===== config.mk =====
export PLATFORM = sky130hd
export DESIGN_NAME = twi_cmd_frontend
export DESIGN_NICKNAME = d
export VERILOG_FILES = /design/src/rtl/twi_fe_pkg.sv /design/src/rtl/twi_fe_events.sv /design/src/rtl/twi_fe_shift.sv /design/src/rtl/twi_cmd_frontend.sv
export SDC_FILE = /design/constraint.sdc
export NUM_CORES = 1
export LEC_CHECK = 0
export ABC_AREA = 1
export CELL_PAD_IN_SITES_DETAIL_PLACEMENT = 1
export CELL_PAD_IN_SITES_GLOBAL_PLACEMENT = 2
export CORE_MARGIN = 8
export CORE_UTILIZATION = 29
export CTS_CLUSTER_DIAMETER = 80
export DETAILED_ROUTE_END_ITERATION = 8
export GPL_TIMING_DRIVEN = 0
export PLACE_DENSITY_LB_ADDON = 0.1
export SYNTH_ARGS = -nofsm -noshare
export SYNTH_HDL_FRONTEND = slang
export SYNTH_SLANG_ARGS = --single-unit

===== constraint.sdc =====
create_clock -name clk -period 2.1 [get_ports clk]
set_clock_uncertainty 0.2 [all_clocks]
set_input_delay 0.21 -clock clk [delete_from_list [all_inputs] [get_ports clk]]
set_output_delay 0.21 -clock clk [all_outputs]
set_load 0.005 [all_outputs]

===== src/rtl/twi_fe_pkg.sv =====
package twi_fe_pkg;
  localparam int BYTE_W = 8;

  typedef enum logic [2:0] {
    PH_IDLE, PH_ADDR, PH_INSTR, PH_WDATA, PH_RDATA, PH_HOLD
  } phase_e;

  typedef enum logic [1:0] {K_SHORT, K_WRITE, K_READ} kind_e;

  // command length class from the opcode
  function automatic kind_e op_kind(input logic [3:0] op);
    kind_e k;
    case (op)
      4'b1001, 4'b1011: k = K_READ;
      4'b1010, 4'b1100: k = K_WRITE;
      default:          k = K_SHORT;
    endcase
    return k;
  endfunction

  // address match: type nibble then straps
  function automatic logic addr_hit(input logic [BYTE_W-1:0] b,
                                    input logic [3:0] tid,
                                    input logic [3:0] pins);
    return b == {tid, pins};
  endfunction

  // outgoing frame for a 6-bit register value
  function automatic logic [BYTE_W-1:0] tx_frame(input logic [5:0] d);
    return {2'b00, d};
  endfunction
endpackage


===== src/rtl/twi_fe_events.sv =====
module twi_fe_events (
  input  logic clk,
  input  logic rst_n,
  input  logic scl_i,
  input  logic sda_i,
  output logic scl_s,
  output logic sda_s,
  output logic rise,
  output logic fall,
  output logic start,
  output logic stop
);
  logic scl_q, scl_p, sda_q, sda_p;

  always_ff @(posedge clk or negedge rst_n) begin
    if (!rst_n) begin
      scl_q <= 1'b1;
      scl_p <= 1'b1;
      sda_q <= 1'b1;
      sda_p <= 1'b1;
    end else begin
      scl_q <= scl_i;
      scl_p <= scl_q;
      sda_q <= sda_i;
      sda_p <= sda_q;
    end
  end

  assign scl_s = scl_q;
  assign sda_s = sda_q;
  assign rise  = scl_q & ~scl_p;
  assign fall  = ~scl_q & scl_p;
  // data edges while the clock stays high are bus conditions
  assign start = scl_q & scl_p & sda_p & ~sda_q;
  assign stop  = scl_q & scl_p & ~sda_p & sda_q;
endmodule


===== src/rtl/twi_fe_shift.sv =====
module twi_fe_shift #(
  parameter int W = 8
) (
  input  logic         clk,
  input  logic         rst_n,
  input  logic         load,
  input  logic [W-1:0] load_val,
  input  logic         shift,
  input  logic         in_bit,
  output logic [W-1:0] q
);
  always_ff @(posedge clk or negedge rst_n) begin
    if (!rst_n)     q <= '0;
    else if (load)  q <= load_val;
    else if (shift) q <= {q[W-2:0], in_bit};
  end
endmodule


===== src/rtl/twi_cmd_frontend.sv =====
module twi_cmd_frontend
  import twi_fe_pkg::*;
#(
  parameter logic [3:0] TYPE_ID = 4'b0101,
  parameter int STRAP_W = 4,
  parameter int OP_W    = 4,
  parameter int SEL_W   = 2,
  parameter int DATA_W  = 6
) (
  input  logic               clk,
  input  logic               rst_n,
  input  logic               scl_i,
  input  logic               sda_i,
  output logic               sda_oe,
  input  logic [STRAP_W-1:0] strap,
  input  logic               nv_busy,
  input  logic [DATA_W-1:0]  rd_data,
  output logic               cmd_valid,
  output logic [OP_W-1:0]    cmd_op,
  output logic [SEL_W-1:0]   cmd_reg,
  output logic [SEL_W-1:0]   cmd_pot,
  output logic [DATA_W-1:0]  cmd_wdata
);
  localparam int CNT_W = $clog2(BYTE_W + 2);
  localparam logic [CNT_W-1:0] CNT_ACK  = CNT_W'(BYTE_W);
  localparam logic [CNT_W-1:0] CNT_DONE = CNT_W'(BYTE_W + 1);

  logic scl_s, sda_s, rise, fall, start, stop;
  logic [BYTE_W-1:0] sr;
  phase_e ph;
  logic [CNT_W-1:0] cnt;
  logic pend;

  twi_fe_events u_ev (
    .clk(clk), .rst_n(rst_n), .scl_i(scl_i), .sda_i(sda_i),
    .scl_s(scl_s), .sda_s(sda_s), .rise(rise), .fall(fall),
    .start(start), .stop(stop)
  );

  // named internal events
  logic is_rx, bit_in, bit_out, ack_decide, ack_end, addr_decide, byte_ok, rd_load;
  logic [BYTE_W-1:0] rd_frame;
  assign is_rx       = (ph == PH_ADDR) || (ph == PH_INSTR) || (ph == PH_WDATA);
  assign bit_in      = rise && is_rx && (cnt < CNT_ACK);
  assign bit_out     = fall && (ph == PH_RDATA) && (cnt != '0) && (cnt < CNT_ACK);
  assign ack_decide  = fall && is_rx && (cnt == CNT_ACK);
  assign ack_end     = fall && (cnt == CNT_DONE);
  assign addr_decide = ack_decide && (ph == PH_ADDR);
  assign byte_ok     = (ph != PH_ADDR) || (addr_hit(sr, TYPE_ID, strap) && !nv_busy);
  assign rd_load     = ack_end && (ph == PH_INSTR) && (op_kind(cmd_op) == K_READ);
  assign rd_frame    = tx_frame(rd_data);

  twi_fe_shift #(.W(BYTE_W)) u_sr (
    .clk(clk), .rst_n(rst_n), .load(rd_load), .load_val(rd_frame),
    .shift(bit_in | bit_out), .in_bit(bit_in & sda_s), .q(sr)
  );

  always_ff @(posedge clk or negedge rst_n) begin
    if (!rst_n) begin
      ph        <= PH_IDLE;
      cnt       <= '0;
      sda_oe    <= 1'b0;
      pend      <= 1'b0;
      cmd_valid <= 1'b0;
      cmd_op    <= '0;
      cmd_reg   <= '0;
      cmd_pot   <= '0;
      cmd_wdata <= '0;
    end else begin
      cmd_valid <= 1'b0;
      if (start) begin
        ph     <= PH_ADDR;
        cnt    <= '0;
        sda_oe <= 1'b0;
        pend   <= 1'b0;
      end else if (stop) begin
        if (pend && ph == PH_HOLD) cmd_valid <= 1'b1;
        ph     <= PH_IDLE;
        cnt    <= '0;
        sda_oe <= 1'b0;
        pend   <= 1'b0;
      end else if (ph != PH_IDLE && ph != PH_HOLD) begin
        if (rise) begin
          if (cnt < CNT_ACK)       cnt <= cnt + 1'b1;
          else if (cnt == CNT_ACK) cnt <= CNT_DONE;
        end else if (fall) begin
          if (ph == PH_RDATA) begin
            if (bit_out)              sda_oe <= ~sr[BYTE_W-2];
            else if (cnt == CNT_ACK)  sda_oe <= 1'b0;
            else if (cnt == CNT_DONE) ph <= PH_HOLD;
          end else if (cnt == CNT_ACK) begin
            if (byte_ok) begin
              sda_oe <= 1'b1;
              if (ph == PH_INSTR) begin
                cmd_op  <= sr[7:4];
                cmd_reg <= sr[3:2];
                cmd_pot <= sr[1:0];
              end
              if (ph == PH_WDATA) cmd_wdata <= sr[DATA_W-1:0];
            end else begin
              ph <= PH_IDLE;
            end
          end else if (cnt == CNT_DONE) begin
            sda_oe <= 1'b0;
            cnt    <= '0;
            case (ph)
              PH_ADDR:  ph <= PH_INSTR;
              PH_INSTR: begin
                case (op_kind(cmd_op))
                  K_READ: begin
                    ph     <= PH_RDATA;
                    sda_oe <= ~rd_frame[BYTE_W-1];
                  end
                  K_WRITE: ph <= PH_WDATA;
                  default: begin
                    ph   <= PH_HOLD;
                    pend <= 1'b1;
                  end
                endcase
              end
              default: begin
                ph   <= PH_HOLD;
                pend <= 1'b1;
              end
            endcase
          end
        end
      end
    end
  end

  // checks beside the logic they guard
  assert_busy_noack_R4: assert property (@(posedge clk) disable iff (!rst_n)
    addr_decide && nv_busy |=> !sda_oe);
  assert_addr_ack_R2: assert property (@(posedge clk) disable iff (!rst_n)
    addr_decide && !nv_busy && addr_hit(sr, TYPE_ID, strap) |=> sda_oe);
  assert_drive_low_phase_R2: assert property (@(posedge clk) disable iff (!rst_n)
    $rose(sda_oe) |-> !scl_s);
  assert_idle_quiet_R3: assert property (@(posedge clk) disable iff (!rst_n)
    ph == PH_IDLE |-> !sda_oe);
  assert_restart_R9: assert property (@(posedge clk) disable iff (!rst_n)
    start |=> (ph == PH_ADDR && cnt == '0 && !sda_oe && !pend));
  assert_valid_on_stop_R9: assert property (@(posedge clk) disable iff (!rst_n)
    cmd_valid |-> $past(stop));
  assert_pulse_R11: assert property (@(posedge clk) disable iff (!rst_n)
    cmd_valid |=> !cmd_valid);
  assert_read_release_R7: assert property (@(posedge clk) disable iff (!rst_n)
    fall && ph == PH_RDATA && cnt == CNT_ACK |=> !sda_oe);
endmodule


# [After elaboration in Yosys (flattened, before gate mapping)]
# Cells that the tools add are included.
# W data, S select, Z words.
[totals] register_bits=36 in_bits=15 out_inout_bits=16 elab_cells=161
[classes] n_addsub=1 order_cmp=1 eq_ne=31 muxes=62 bitwise=18 reduce_logical=34
[op_table] cell="$mux W4" count=10
[op_table] cell="$mux W3" count=12
[op_table] cell="$ne A4 B4 Y1 const B" count=7
[op_table] cell="$mux W1" count=25
[op_table] cell="$eq A4 B4 Y1 const B" count=6
[op_table] cell="$mux W2" count=9
[op_table] cell="$reduce_and A9 Y1" count=2
[op_table] cell="$mux W8" count=2
[op_table] cell="$reduce_and A8 Y1" count=2
[op_table] cell="$reduce_bool A4 Y1" count=4
[op_table] cell="$ne A3 B3 Y1 const B" count=4
[op_table] cell="$pmux W3 S2" count=2
[op_table] cell="$reduce_and A6 Y1" count=2
[op_table] cell="$reduce_bool A3 Y1" count=4
[op_table] cell="$logic_and A1 B1 Y1" count=11
[op_table] cell="$not A1 Y1" count=9
[op_table] cell="$and A1 B1 Y1" count=8
[op_table] cell="$eq A8 B7 Y1" count=1
[op_table] cell="$eq A3 B2 Y1 const B" count=2
[op_table] cell="$eq A3 B3 Y1 const B" count=2
[op_table] cell="$ne A3 B1 Y1 const B" count=2
[op_table] cell="$reduce_or A2 Y1" count=3
[op_table] cell="$ne A5 B1 Y1 const B" count=1
[op_table] cell="$ne A5 B4 Y1 const B" count=1
[op_table] cell="13 further kinds" count=16

# [Longest topological paths before layout]
[depth] word_depth=24 depth_mapped=12 mapped_depth_nobuf=11

# [Cells and area by module]
# A second synthesis with hierarchy kept.
[hier_totals] hier_cells=282 area_unflattened_um2=2189.6
[modules_own_cells] mod="twi_cmd_frontend" instances=1 cells_per_inst=223 area_each_um2=1669.1 seq_area_each_um2=600.6
[modules_own_cells] mod="twi_fe_shift" instances=1 cells_per_inst=44 area_each_um2=374.1 seq_area_each_um2=200.2
[modules_own_cells] mod="twi_fe_events" instances=1 cells_per_inst=15 area_each_um2=146.4 seq_area_each_um2=105.1

# [Worst setup path before layout]
# OpenSTA, ideal clock, no wires.
[synth_timing] path_type="register to register" from="register cmd_op[3]" to="register u_sr.q[4]" setup_ns=0.129 arrival_ns=1.690 required_ns=1.771 path_slack_ns=0.081 stages_incl_launch_ff=12 n_path_buf=1 period_less_slack_ns=2.019 cell_sequence="dfrtp_1 > inv_1 > nor4_1 > inv_1 > ha_1 > inv_1 > nor2_1 > nand2_1 > nand2_2 > buf_6 > nand2_1 > o21ai_0"
[synth_via] elab_chain_len=6 word_cells_on_any_way=11 classes_between="5 x eq/ne; 2 x mux; 4 x reduce/logical"
[synth_rtl] item="start: declaration" line="twi_cmd_frontend.sv:19" source="output logic [OP_W-1:0] cmd_op,"
[synth_rtl] item="start signal: assignment" line="twi_cmd_frontend.sv:95" source="cmd_op <= sr[7:4];"
[synth_rtl] item="$eq A4 B4 Y1" line="twi_fe_pkg.sv:13" source="case (op)"
[synth_rtl] item="$reduce_or A2 Y1" line="twi_fe_pkg.sv:13"
[synth_rtl] item="$pmux W2 S2 *" line="twi_fe_pkg.sv:13"
[synth_rtl] item="$eq A2 B2 Y1 *" line="twi_cmd_frontend.sv:50" source="assign rd_load = ack_end && (ph == PH_INSTR) && (op_kind(cmd_op) == K_READ);"
[synth_rtl] item="$logic_and A1 B1 Y1 *" line="twi_cmd_frontend.sv:50"
[synth_rtl] item="$mux W8 / $reduce_bool A2 Y1 (equally long branches)"
[synth_rtl] item="end signal: assignment" line="twi_fe_shift.sv:14" source="else if (load) q <= load_val;"
[synth_rtl] item="end signal: assignment" line="twi_fe_shift.sv:15" source="else if (shift) q <= {q[W-2:0], in_bit};"
[synth_rtl] item="end: declaration" line="twi_fe_shift.sv:10" source="output logic [W-1:0] q"
# Every way passes the cells marked *; elsewhere a longest branch is shown, timed or not.
# A chain may end at the register's enable or synchronous reset.

# [Worst setup path in the final report]
[layout_timing] from="register u_ev.scl_q, in the netlist u_ev.scl_s" to="register cmd_pot[0]"
[layout_via] elab_chain_len=5 word_cells_on_any_way=12 classes_between="11 x bitwise; 1 x reduce/logical"
[layout_rtl] item="start: declaration" line="twi_fe_events.sv:13" source="logic scl_q, scl_p, sda_q, sda_p;"
[layout_rtl] item="start signal: assignment" line="twi_fe_events.sv:22" source="scl_q <= scl_i;"
[layout_rtl] item="$and A1 B1 Y1" line="twi_fe_events.sv:34, twi_fe_events.sv:35"
[layout_rtl] item="$and A1 B1 Y1 (on tied branches) (2 in series)" line="twi_fe_events.sv:35, twi_fe_events.sv:34"
[layout_rtl] item="$not A1 Y1 (no line)"
[layout_rtl] item="$reduce_and A9 Y1 (no line) *"
[layout_rtl] item="end signal: assignment" line="twi_cmd_frontend.sv:97" source="cmd_pot <= sr[1:0];"
[layout_rtl] item="end: declaration" line="twi_cmd_frontend.sv:21" source="output logic [SEL_W-1:0] cmd_pot,"
# Marks and branches as above.

==> impl_metrics.toml <==
[clocking]
cts_root_buffer = "clkbuf_8"
clock_latency_ns = 0.30
htreeDepth = 2
numCtsBuffers = 5
path_clk_slew_ns = 0.09
tritoncts = "built"
clock-sinks = 36
cts.path.max_buffers = 2

[routing]
drcViolationCount = 0
drtIter0Drc = 43
wl_per_cell_um = 14.29
firstDrtPassIters = 4
viasPerCell = 4.587
vias = 1945
ant_nets = 0
drt-total-wl_um = 6059

[floorplan]
die_w_um = 102.5
num_rows = 31
core_um2 = 7253
ios = 31
dieArea_um2 = 10510
die_height_um = 102.5
initial_core_util = 0.2991

[timing]
setup_viol_count_final = 0
period_needed_ns = 2.045
hold_violations = 0
final_max_slew_viol_count = 0
clock.fmax_ghz = 0.4891
rsz0062_at_grt = "true"
slew_headroom = 0.4375
worst_pin_slew_ns = 0.8438
fin_ws_ns = 0.05524
fin_crit_sh = 0.9737

[critical_path]
critPathKind = "register to register"
worstSetupEndpointType = "register"
cp_max_fo = 10
crit_path_start_kind = "register"
reg2reg_depth = 9
worstPathRequired_ns = 2.12
arrival_ns = 2.07

[placed_design]
gp_congestion = 0.7891
place.port_buffers = 30
dp_slack_ns = -0.2082
place_inst = 404
hpwl_um = 4529

[worst_hold_path]
hold_class = "primary input to register"
hold_depth = 1

[synth]
yosysSeqAreaShare = 0.4175
yosys.area.top_type = "dfrtp_1"
synthCells = 275
synthDominantCellAreaShare = 0.3691
synth_common_cells = "68 x nand2_1, 38 x inv_1, 32 x dfrtp_1, 23 x nor2_1, 23 x o21ai_0"
ys_ff_latch = 36
synth-edff-count = 0
yosysWarnings = 0
yosysMostFrequentCell = "nand2_1"
ys.flop_type = "dfrtp_1"
avgSynthCellArea_um2 = 7.889
synth_area_um2 = 2170
ys_top_cells_by_area = "dfrtp_1 37%, nand2_1 12%, inv_1 6.6%, o21ai_2 6.1%, ha_1 5.8%"
syn_nets = 300
ys_types = 29
synth-async-reset-ratio = 1.000

[finish]
n_antenna_cell = 0
drive_above_1_share = 0.2646
post-route-util = 0.4035
largest_reg_flops = 8
regMostFlops = "u_sr.q"
layout.cells.non_filler = 424
syn2layout_area_growth_pct = 34.89
nNetsFinal = 349
biggestRegsByFlops = "u_sr.q (8), cmd_wdata (6)"

[power_and_ir_drop]
peakVddDrop_mv = 0.3267
powerDensity_nw_per_um2 = 827.6
finalPower_w = 0.002422
p_leak_nw = 1.339

[run]
max-cap-violations = 0

[global_route]
grt_overflow = 0
grt_usage = 0.1207
grt_pass1_vias = 1943
grt_max_degree = 37
antenna_found_initial = 0
grt_pass1_wl_um = 9922

[status]
status = "complete, no violations"
## timing repair
item / CTS / global route
hold buffers: 1 / 0
pin swaps: 3 / 7
setup endpoints to repair: 30 / 31
gates resized for setup: 10 / 30
buffers inserted: 2 / 9
endpoints found under the hold margin: 32 / 0
## cell families after synthesis
| family | Yosys count | share of synthesized area |
|---|---|---|
| and+or+nand+nor | 131 | 0.2832 |
| AOI/OAI and AO/OA | 50 | 0.1430 |
| buffers and inverters | 48 | 0.09861 |
| DFF | 36 | 0.4175 |
| adders and majority gates | 10 | 0.05767 |
## final timing paths
path | from | to | slack, ns
worst max-delay path | u_ev.scl_s | cmd_pot[0] | 0.06
worst max register to register | u_ev.scl_s | cmd_pot[0] | 0.06
max in group asynchronous | rst_n | cnt[3] | 0.77
worst min-delay path | sda_i | u_ev.sda_s | 0.11
min in group asynchronous | rst_n | cnt[1] | 0.35
worst min register to register | u_ev.scl_s | u_ev.scl_p | 0.21
## cells in the final DEF (no fill, tap or decap), types with 3 or more instances in the layout
cell	instances
a21oi_1	6
buf_4	11
buf_6	5
clkbuf_8	5
clkdlybuf4s50_1	29
dfrtp_1	29
dfrtp_2	3
dfstp_2	4
ha_1	5
ha_2	4
inv_1	35
inv_2	7
nand2_1	64
nand2_2	9
nand3_1	12
nand4_1	6
nor2_1	18
nor2_2	4
o21ai_0	20
o21ai_1	7
o21ai_2	15
## power breakdown
| part | total, W | internal (W) | leakage (nW) | switching, W |
|---|---|---|---|---|
| logic | 0.000873 | 0.000311 | 0.814 | 0.000562 |
| registers | 0.000907 | 0.000806 | 0.471 | 0.000101 |
| clock network | 0.000642 | 0.000352 | 0.0541 | 0.000290 |
## stage by stage
step	instance area (um2)	setup TNS, ns	hold WS (ns)
finish	2927	0	0.1057
global route	2927	-0.3237	0.1059
CTS	2768	-0.03937	0.1023
detailed placement	2589	-1.933	0.1677
global placement	2594	-12.59	0.1802
floorplan	2170	0	-0.2856
## critical path, stage by stage (launching register included)
cell      delay, ns
dfstp_2        0.60
ha_4           0.16
nand2_1        0.07
nor2_2         0.27
nor4_4         0.08
buf_4          0.17
nand3b_4       0.12
buf_6          0.18
nand2_2        0.07
o21ai_2        0.05
## cell type report
| class | instances | area (um2) |
|---|---|---|
| Clock buffer | 5 | 68.82 |
| Tap cell | 99 | 123.9 |
| Multi-Input combinational cell | 191 | 1174 |
| Clock inverter | 3 | 42.54 |
| Inverter | 43 | 163.9 |
| Buffer | 5 | 56.30 |
| Timing Repair Buffer | 42 | 387.9 |
| Fill cell | 889 | 4327 |
| Sequential cell | 36 | 909.6 |
## layer usage
| layer | track usage | routed length, um |
|---|---|---|
| met1 | 0.1696 | 2959 |
| met2 | 0.1793 | 2785 |
| met3 | 0.02768 | 254 |
| met4 | 0.03386 | 60 |
| met5 | 0 | 0 |
Power figures use the tool's default switching activity.
